`src/rtl/hfc_pkg.sv`:
```
package hfc_pkg;

    // Fill count width: must hold the full FIFO depth (64 -> 7 bits)
    parameter int LVL_W   = 7;
    // Width of one threshold field
    parameter int NIB_W   = 4;
    // Threshold granularity as a shift (4 bytes per step)
    parameter int STEP_SH = 2;
    // Clear-line synchroniser depth
    parameter int SYNC_N  = 2;

    localparam int THR_W  = 2 * NIB_W;

    // Upper field is the resume level, lower field the halt level
    typedef struct packed {
        logic [NIB_W-1:0] resume;
        logic [NIB_W-1:0] halt;
    } thr_t;

    typedef enum logic {
        FLOW_GO   = 1'b0,
        FLOW_HALT = 1'b1
    } flow_e;

    function automatic logic [LVL_W-1:0] nib_to_level(input logic [NIB_W-1:0] nib);
        return LVL_W'(nib) << STEP_SH;
    endfunction

endpackage

```
`src/rtl/hfc_thr_reg.sv`:
```
module hfc_thr_reg
    import hfc_pkg::*;
(
    input  logic             clk,
    input  logic             rst,
    input  logic             we,
    input  logic [THR_W-1:0] wdata,
    output thr_t             thr_q
);

    always_ff @(posedge clk) begin
        if (rst) begin
            thr_q <= '0;
        end else if (we) begin
            thr_q <= thr_t'(wdata);
        end
    end

endmodule

```
`src/rtl/hfc_rts_hyst.sv`:
```
module hfc_rts_hyst
    import hfc_pkg::*;
(
    input  logic             clk,
    input  logic             rst,
    input  logic             en,
    input  logic [LVL_W-1:0] level,
    input  thr_t             thr,
    output logic             rts_n
);

    logic [LVL_W-1:0] halt_lvl;
    logic [LVL_W-1:0] resume_lvl;
    flow_e            state_q;
    flow_e            state_d;

    assign halt_lvl   = nib_to_level(thr.halt);
    assign resume_lvl = nib_to_level(thr.resume);

    // Halt comparison has priority so a misprogrammed pair still settles
    always_comb begin
        if (!en) begin
            state_d = FLOW_GO;
        end else if (level >= halt_lvl) begin
            state_d = FLOW_HALT;
        end else if (level <= resume_lvl) begin
            state_d = FLOW_GO;
        end else begin
            state_d = state_q;
        end
    end

    always_ff @(posedge clk) begin
        if (rst) begin
            state_q <= FLOW_GO;
            rts_n   <= 1'b1;
        end else begin
            state_q <= state_d;
            rts_n   <= !en || (state_d == FLOW_HALT);
        end
    end

endmodule

```
`src/rtl/hfc_cts_sync.sv`:
```
module hfc_cts_sync #(
    parameter int STAGES = 2
) (
    input  logic clk,
    input  logic rst,
    input  logic din_n,
    output logic active,
    output logic toggled
);

    logic synced_n;
    logic prev_n;

    generate
        if (STAGES <= 1) begin : g_single
            logic s_q;
            always_ff @(posedge clk) begin
                if (rst) s_q <= 1'b1;
                else     s_q <= din_n;
            end
            assign synced_n = s_q;
        end else begin : g_chain
            logic [STAGES-1:0] sh_q;
            always_ff @(posedge clk) begin
                if (rst) sh_q <= '1;
                else     sh_q <= {sh_q[STAGES-2:0], din_n};
            end
            assign synced_n = sh_q[STAGES-1];
        end
    endgenerate

    always_ff @(posedge clk) begin
        if (rst) prev_n <= 1'b1;
        else     prev_n <= synced_n;
    end

    assign active  = !synced_n;
    assign toggled = synced_n ^ prev_n;

endmodule

```
`src/rtl/hfc_tx_gate.sv`:
```
module hfc_tx_gate (
    input  logic clk,
    input  logic rst,
    input  logic en,
    input  logic cts_active,
    input  logic cts_toggled,
    input  logic bnd,
    input  logic chg_clr,
    output logic permit,
    output logic changed
);

    always_ff @(posedge clk) begin
        if (rst) begin
            permit  <= 1'b0;
            changed <= 1'b0;
        end else begin
            if (bnd) begin
                permit <= !en || cts_active;
            end
            if (cts_toggled) begin
                changed <= 1'b1;
            end else if (chg_clr) begin
                changed <= 1'b0;
            end
        end
    end

endmodule

```
`src/rtl/hfc_top.sv`:
```
module hfc_top
    import hfc_pkg::*;
(
    input  logic             clk,
    input  logic             rst,
    input  logic             thr_we,
    input  logic [THR_W-1:0] thr_wdata,
    input  logic             auto_rts_en,
    input  logic             auto_cts_en,
    input  logic [LVL_W-1:0] rx_level,
    input  logic             cts_n,
    input  logic             tx_bnd,
    input  logic             cts_chg_clr,
    output logic             rts_n,
    output logic             tx_permit,
    output logic             cts_changed
);

    thr_t thr_q;
    logic cts_active;
    logic cts_toggled;

    hfc_thr_reg u_thr (
        .clk   (clk),
        .rst   (rst),
        .we    (thr_we),
        .wdata (thr_wdata),
        .thr_q (thr_q)
    );

    hfc_rts_hyst u_rts (
        .clk   (clk),
        .rst   (rst),
        .en    (auto_rts_en),
        .level (rx_level),
        .thr   (thr_q),
        .rts_n (rts_n)
    );

    hfc_cts_sync #(.STAGES(SYNC_N)) u_sync (
        .clk     (clk),
        .rst     (rst),
        .din_n   (cts_n),
        .active  (cts_active),
        .toggled (cts_toggled)
    );

    hfc_tx_gate u_gate (
        .clk         (clk),
        .rst         (rst),
        .en          (auto_cts_en),
        .cts_active  (cts_active),
        .cts_toggled (cts_toggled),
        .bnd         (tx_bnd),
        .chg_clr     (cts_chg_clr),
        .permit      (tx_permit),
        .changed     (cts_changed)
    );

endmodule

```
`config.mk`:
```
export PLATFORM = sky130hd
export DESIGN_NAME = hfc_top
export DESIGN_NICKNAME = d
export VERILOG_FILES = /design/src/rtl/hfc_pkg.sv /design/src/rtl/hfc_thr_reg.sv /design/src/rtl/hfc_rts_hyst.sv /design/src/rtl/hfc_cts_sync.sv /design/src/rtl/hfc_tx_gate.sv /design/src/rtl/hfc_top.sv
export SDC_FILE = /design/constraint.sdc
export NUM_CORES = 1
export LEC_CHECK = 0
export BUFFER_PORTS_ARGS = -buffer_cell sky130_fd_sc_hd__buf_2
export CAP_MARGIN = 40
export CORE_UTILIZATION = 42
export DETAILED_ROUTE_END_ITERATION = 6
export GPL_TIMING_DRIVEN = 1
export PLACE_DENSITY = 0.72
export SYNTH_ARGS = -nofsm -noshare
export SYNTH_HDL_FRONTEND = slang
export SYNTH_SLANG_ARGS = --single-unit
```
`constraint.sdc`:
```
create_clock -name clk -period 1.5 [get_ports clk]
set_input_delay 0.3 -clock clk [delete_from_list [all_inputs] [get_ports clk]]
set_output_delay 0.3 -clock clk [all_outputs]
set_load 0.01 [all_outputs]
```
==> impl_metrics.json <==
{
  "dp.cells": 114,
  "io_buffer_count": 25,
  "final_hold_viol_count": 0,
  "grt_max_degree": 16,
  "wl_met1_um": 634,
  "layout_setup_ws_ns": -0.0344,
  "vias_per_cell": 5.04,
  "synth_nets": 103,
  "antenna_found_initial": 0,
  "period_share_pct": 102,
  "drt_iter0_drc": 4,
  "rr_worst_depth": 5,
  "die-area_sq_um": 1860,
  "grt_overflow": 0,
  "routedWlPerCell_um": 12.7,
  "antennaDiodeCount": 0,
  "path_class": "reg -> reg",
  "cts_sinks": 15,
  "synth-seq-area-share_pct": 42.2,
  "switching_share_pct": 25.4,
  "fin_nets": 134,
  "r2r-start": "u_thr.thr_q[4]$_SDFFE_PP0P_",
  "cts_root_buf": "clkbuf_4",
  "end_kind": "flip-flop",
  "drive_gt1_share_pct": 44.1,
  "worst_path_max_delay_cell": "a221oi_2",
  "rr_endpoint": "u_rts.rts_n$_SDFF_PP1_",
  "cp_max_fo": 2,
  "min_path_type": "in -> reg",
  "internal_power_mw": 0.611,
  "fin_cells": 118,
  "core-area_sq_um": 1540,
  "grt_usage_pct": 19.1,
  "status": "complete, but fails checks",
  "highest_layer": "met3",
  "die_h_um": 43.2,
  "cts_tree": "yes",
  "p_sw_mw": 0.208,
  "crit_family": "compound AO/OA/AOI/OAI gates",
  "clkPwrFrac_pct": 26.4,
  "wl_met3_um": 80,
  "power_density_nw_per_um2": 859,
  "fin_area_sq_um": 955,
  "synthToLayoutAreaGrowth_pct": 34.1,
  "synth_cells": 72,
  "htreeDepth": 1,
  "yosysWarnings": 0,
  "min-delay-start": "cts_n",
  "cts_buffers": 3,
  "critPathRequiredTime_ns": 1.66,
  "cts_buffer_depth": 2,
  "rrSetupSlack_ns": -0.03,
  "p_comb_share_pct": 20.8,
  "fin_crit_ns": 1.53,
  "ant_nets": 0,
  "met2_length_um": 783,
  "post_dp_cell_area_sq_um": 871,
  "critical-path-max-stage-delay_ns": 0.38,
  "synthFlopType": "dfxtp_1",
  "leakage_nw": 0.440,
  "initial_utilization_pct": 46.2,
  "worstPathArrival_ns": 1.69,
  "startpoint_type": "flip-flop",
  "crit_buf_inv": 0,
  "grt_pass1_wl_mm": 2.63,
  "crit_chain": "ha_4 > nor4b_4 > a41oi_2 > a221oi_2 > nand3b_1",
  "clock_skew_ns": 0.00225,
  "fin_util_pct": 61.9,
  "hold_end": "u_sync.g_chain.sh_q[0]$_SDFF_PP1_",
  "drv_cap": 0,
  "synth_area_sq_um": 712,
  "fp.dieW_um": 43.2,
  "drc_errors": 0,
  "ys_ff_latch": 15,
  "syn_area_per_cell_sq_um": 9.89,
  "synth-edff-count": 0,
  "clk_pin_slew_ns": 0.08,
  "drv_slew": 0,
  "setup_viol_count_final": 2,
  "num_io_pins": 26,
  "pwr-share-seq_pct": 52.8,
  "synthArstFlopShare_pct": 0,
  "worst_pin_slew_ns": 0.283,
  "fin_total_pwr_mw": 0.820,
  "worstSkewPairLatency_ns": 0.27,
  "ir_worst_vdd_mv": 0.825,
  "first_pass_iters": 4,
  "rsz0062_at_grt": "true",
  "rows": 14,
  "gp_congestion": 0.733,
  "synth.distinct_cells": 24,
  "hpwl_mm": 1.17,
  "vias": 595,
  "violations": "negative setup slack",
  "max-slew-margin-rel_pct": 81.0,
  "grt_pass1_vias": 629,
  "whs_path_depth": 2,
  "finalWirelength_mm": 1.50,
  "fmax_ghz": 0.652
}
## timing repair
item,4_1_cts,5_1_grt
gates resized for setup,10,1
buffers inserted,0,0
pin swaps,4,1
setup endpoints to repair,2,2
hold endpoints to repair,0,0
gates cloned,0,0
hold buffers,0,0
## per-stage QoR
step           worst slack, ns  hold WS, ns  TNS (ns)
2_1_floorplan           0.0492        0.372         0
3_3_place_gp           -0.0713        0.402    -0.121
3_5_place_dp            -0.138        0.395    -0.268
4_1_cts               -0.00706        0.201  -0.00706
5_1_grt                 -0.114        0.194    -0.193
6_report               -0.0344        0.206   -0.0442
## power by group through the flow
stage / combinational, mW / clock (mW) / sequential, mW
floorplan: 0.0822 / 0 / 0.439
global placement: 0.141 / 0 / 0.440
detailed placement: 0.150 / 0 / 0.440
CTS: 0.167 / 0.228 / 0.433
global route: 0.190 / 0.251 / 0.435
finish: 0.171 / 0.217 / 0.433
## layout by cell type, fill, tap and decap left out, types with 2 or more instances in the layout
cell | Yosys | final
buf_2 | 1 | 25
dfxtp_1 | 15 | 13
nor2_1 | 10 | 10
mux2i_1 | 8 | 8
inv_1 | 8 | 7
ha_1 | 8 | 6
or2_2 | 3 | 3
clkbuf_4 | 0 | 3
buf_4 | 0 | 3
nand3_1 | 2 | 2
ha_4 | 0 | 2
dfxtp_2 | 0 | 2
## worst register-to-register path, stage by stage, from the launching register on
cell and delay [ns]:
dfxtp_2 0.35, ha_4 0.25, nor4b_4 0.18, a41oi_2 0.16, a221oi_2 0.38, nand3b_1 0.11
## cell families after synthesis
group | synth area share [%]
xor gates and xnor gates | 1.23
adders and majority gates | 14.1
buffers and inverters | 5.45
and+or+nand+nor | 17.0
muxes | 11.2
AOI/OAI and AO/OA | 8.79
DFF | 42.2
## cell type report
type | instances | area (sq um)
tap | 16 | 20.0
fill | 138 | 587
inverter | 8 | 30.0
clock buffer | 4 | 26.3
multi-input combinational | 47 | 428
sequential | 15 | 303
timing repair buffer | 28 | 148
## registers in the layout, summed over array words and instances, names as in the netlist
signal	flops
u_gate.permit	1
u_rts.state_q	1
u_sync.prev_n	1
u_gate.changed	1
u_rts.rts_n	1
u_sync.g_chain.sh_q	2
u_thr.thr_q	8
## worst max path at each step
| stage | cells after the start | slack, ns | start | to |
|---|---|---|---|---|
| floorplan | 6 | 0.05 | u_thr.thr_q[7]$_SDFFE_PP0P_ | u_rts.rts_n$_SDFF_PP1_ |
| global placement | 7 | -0.07 | rx_level[2] | u_rts.rts_n$_SDFF_PP1_ |
| detailed placement | 7 | -0.14 | rx_level[2] | u_rts.rts_n$_SDFF_PP1_ |
| CTS | 5 | -0.007 | u_thr.thr_q[4]$_SDFFE_PP0P_ | u_rts.rts_n$_SDFF_PP1_ |
| global route | 5 | -0.11 | u_thr.thr_q[4]$_SDFFE_PP0P_ | u_rts.rts_n$_SDFF_PP1_ |
| finish | 5 | -0.03 | u_thr.thr_q[4]$_SDFFE_PP0P_ | u_rts.rts_n$_SDFF_PP1_ |
## synth_stat cells (2+ instances only)
| cell type | instances | share of area (%) |
|---|---|---|
| or2_2 | 3 | 2.6 |
| inv_1 | 8 | 4.2 |
| mux2i_1 | 8 | 11 |
| ha_1 | 8 | 14 |
| a21oi_1 | 2 | 1.4 |
| nor2_1 | 10 | 5.3 |
| nand3_1 | 2 | 1.4 |
| dfxtp_1 | 15 | 42 |
## routing by layer
metal	global-route usage, %	vias to the layer above
met1	20.6	265
met4	1.82	0
li1	-	309
met3	8.09	0
met2	35.5	21
met5	0	-
Power figures use the tool's default switching activity.
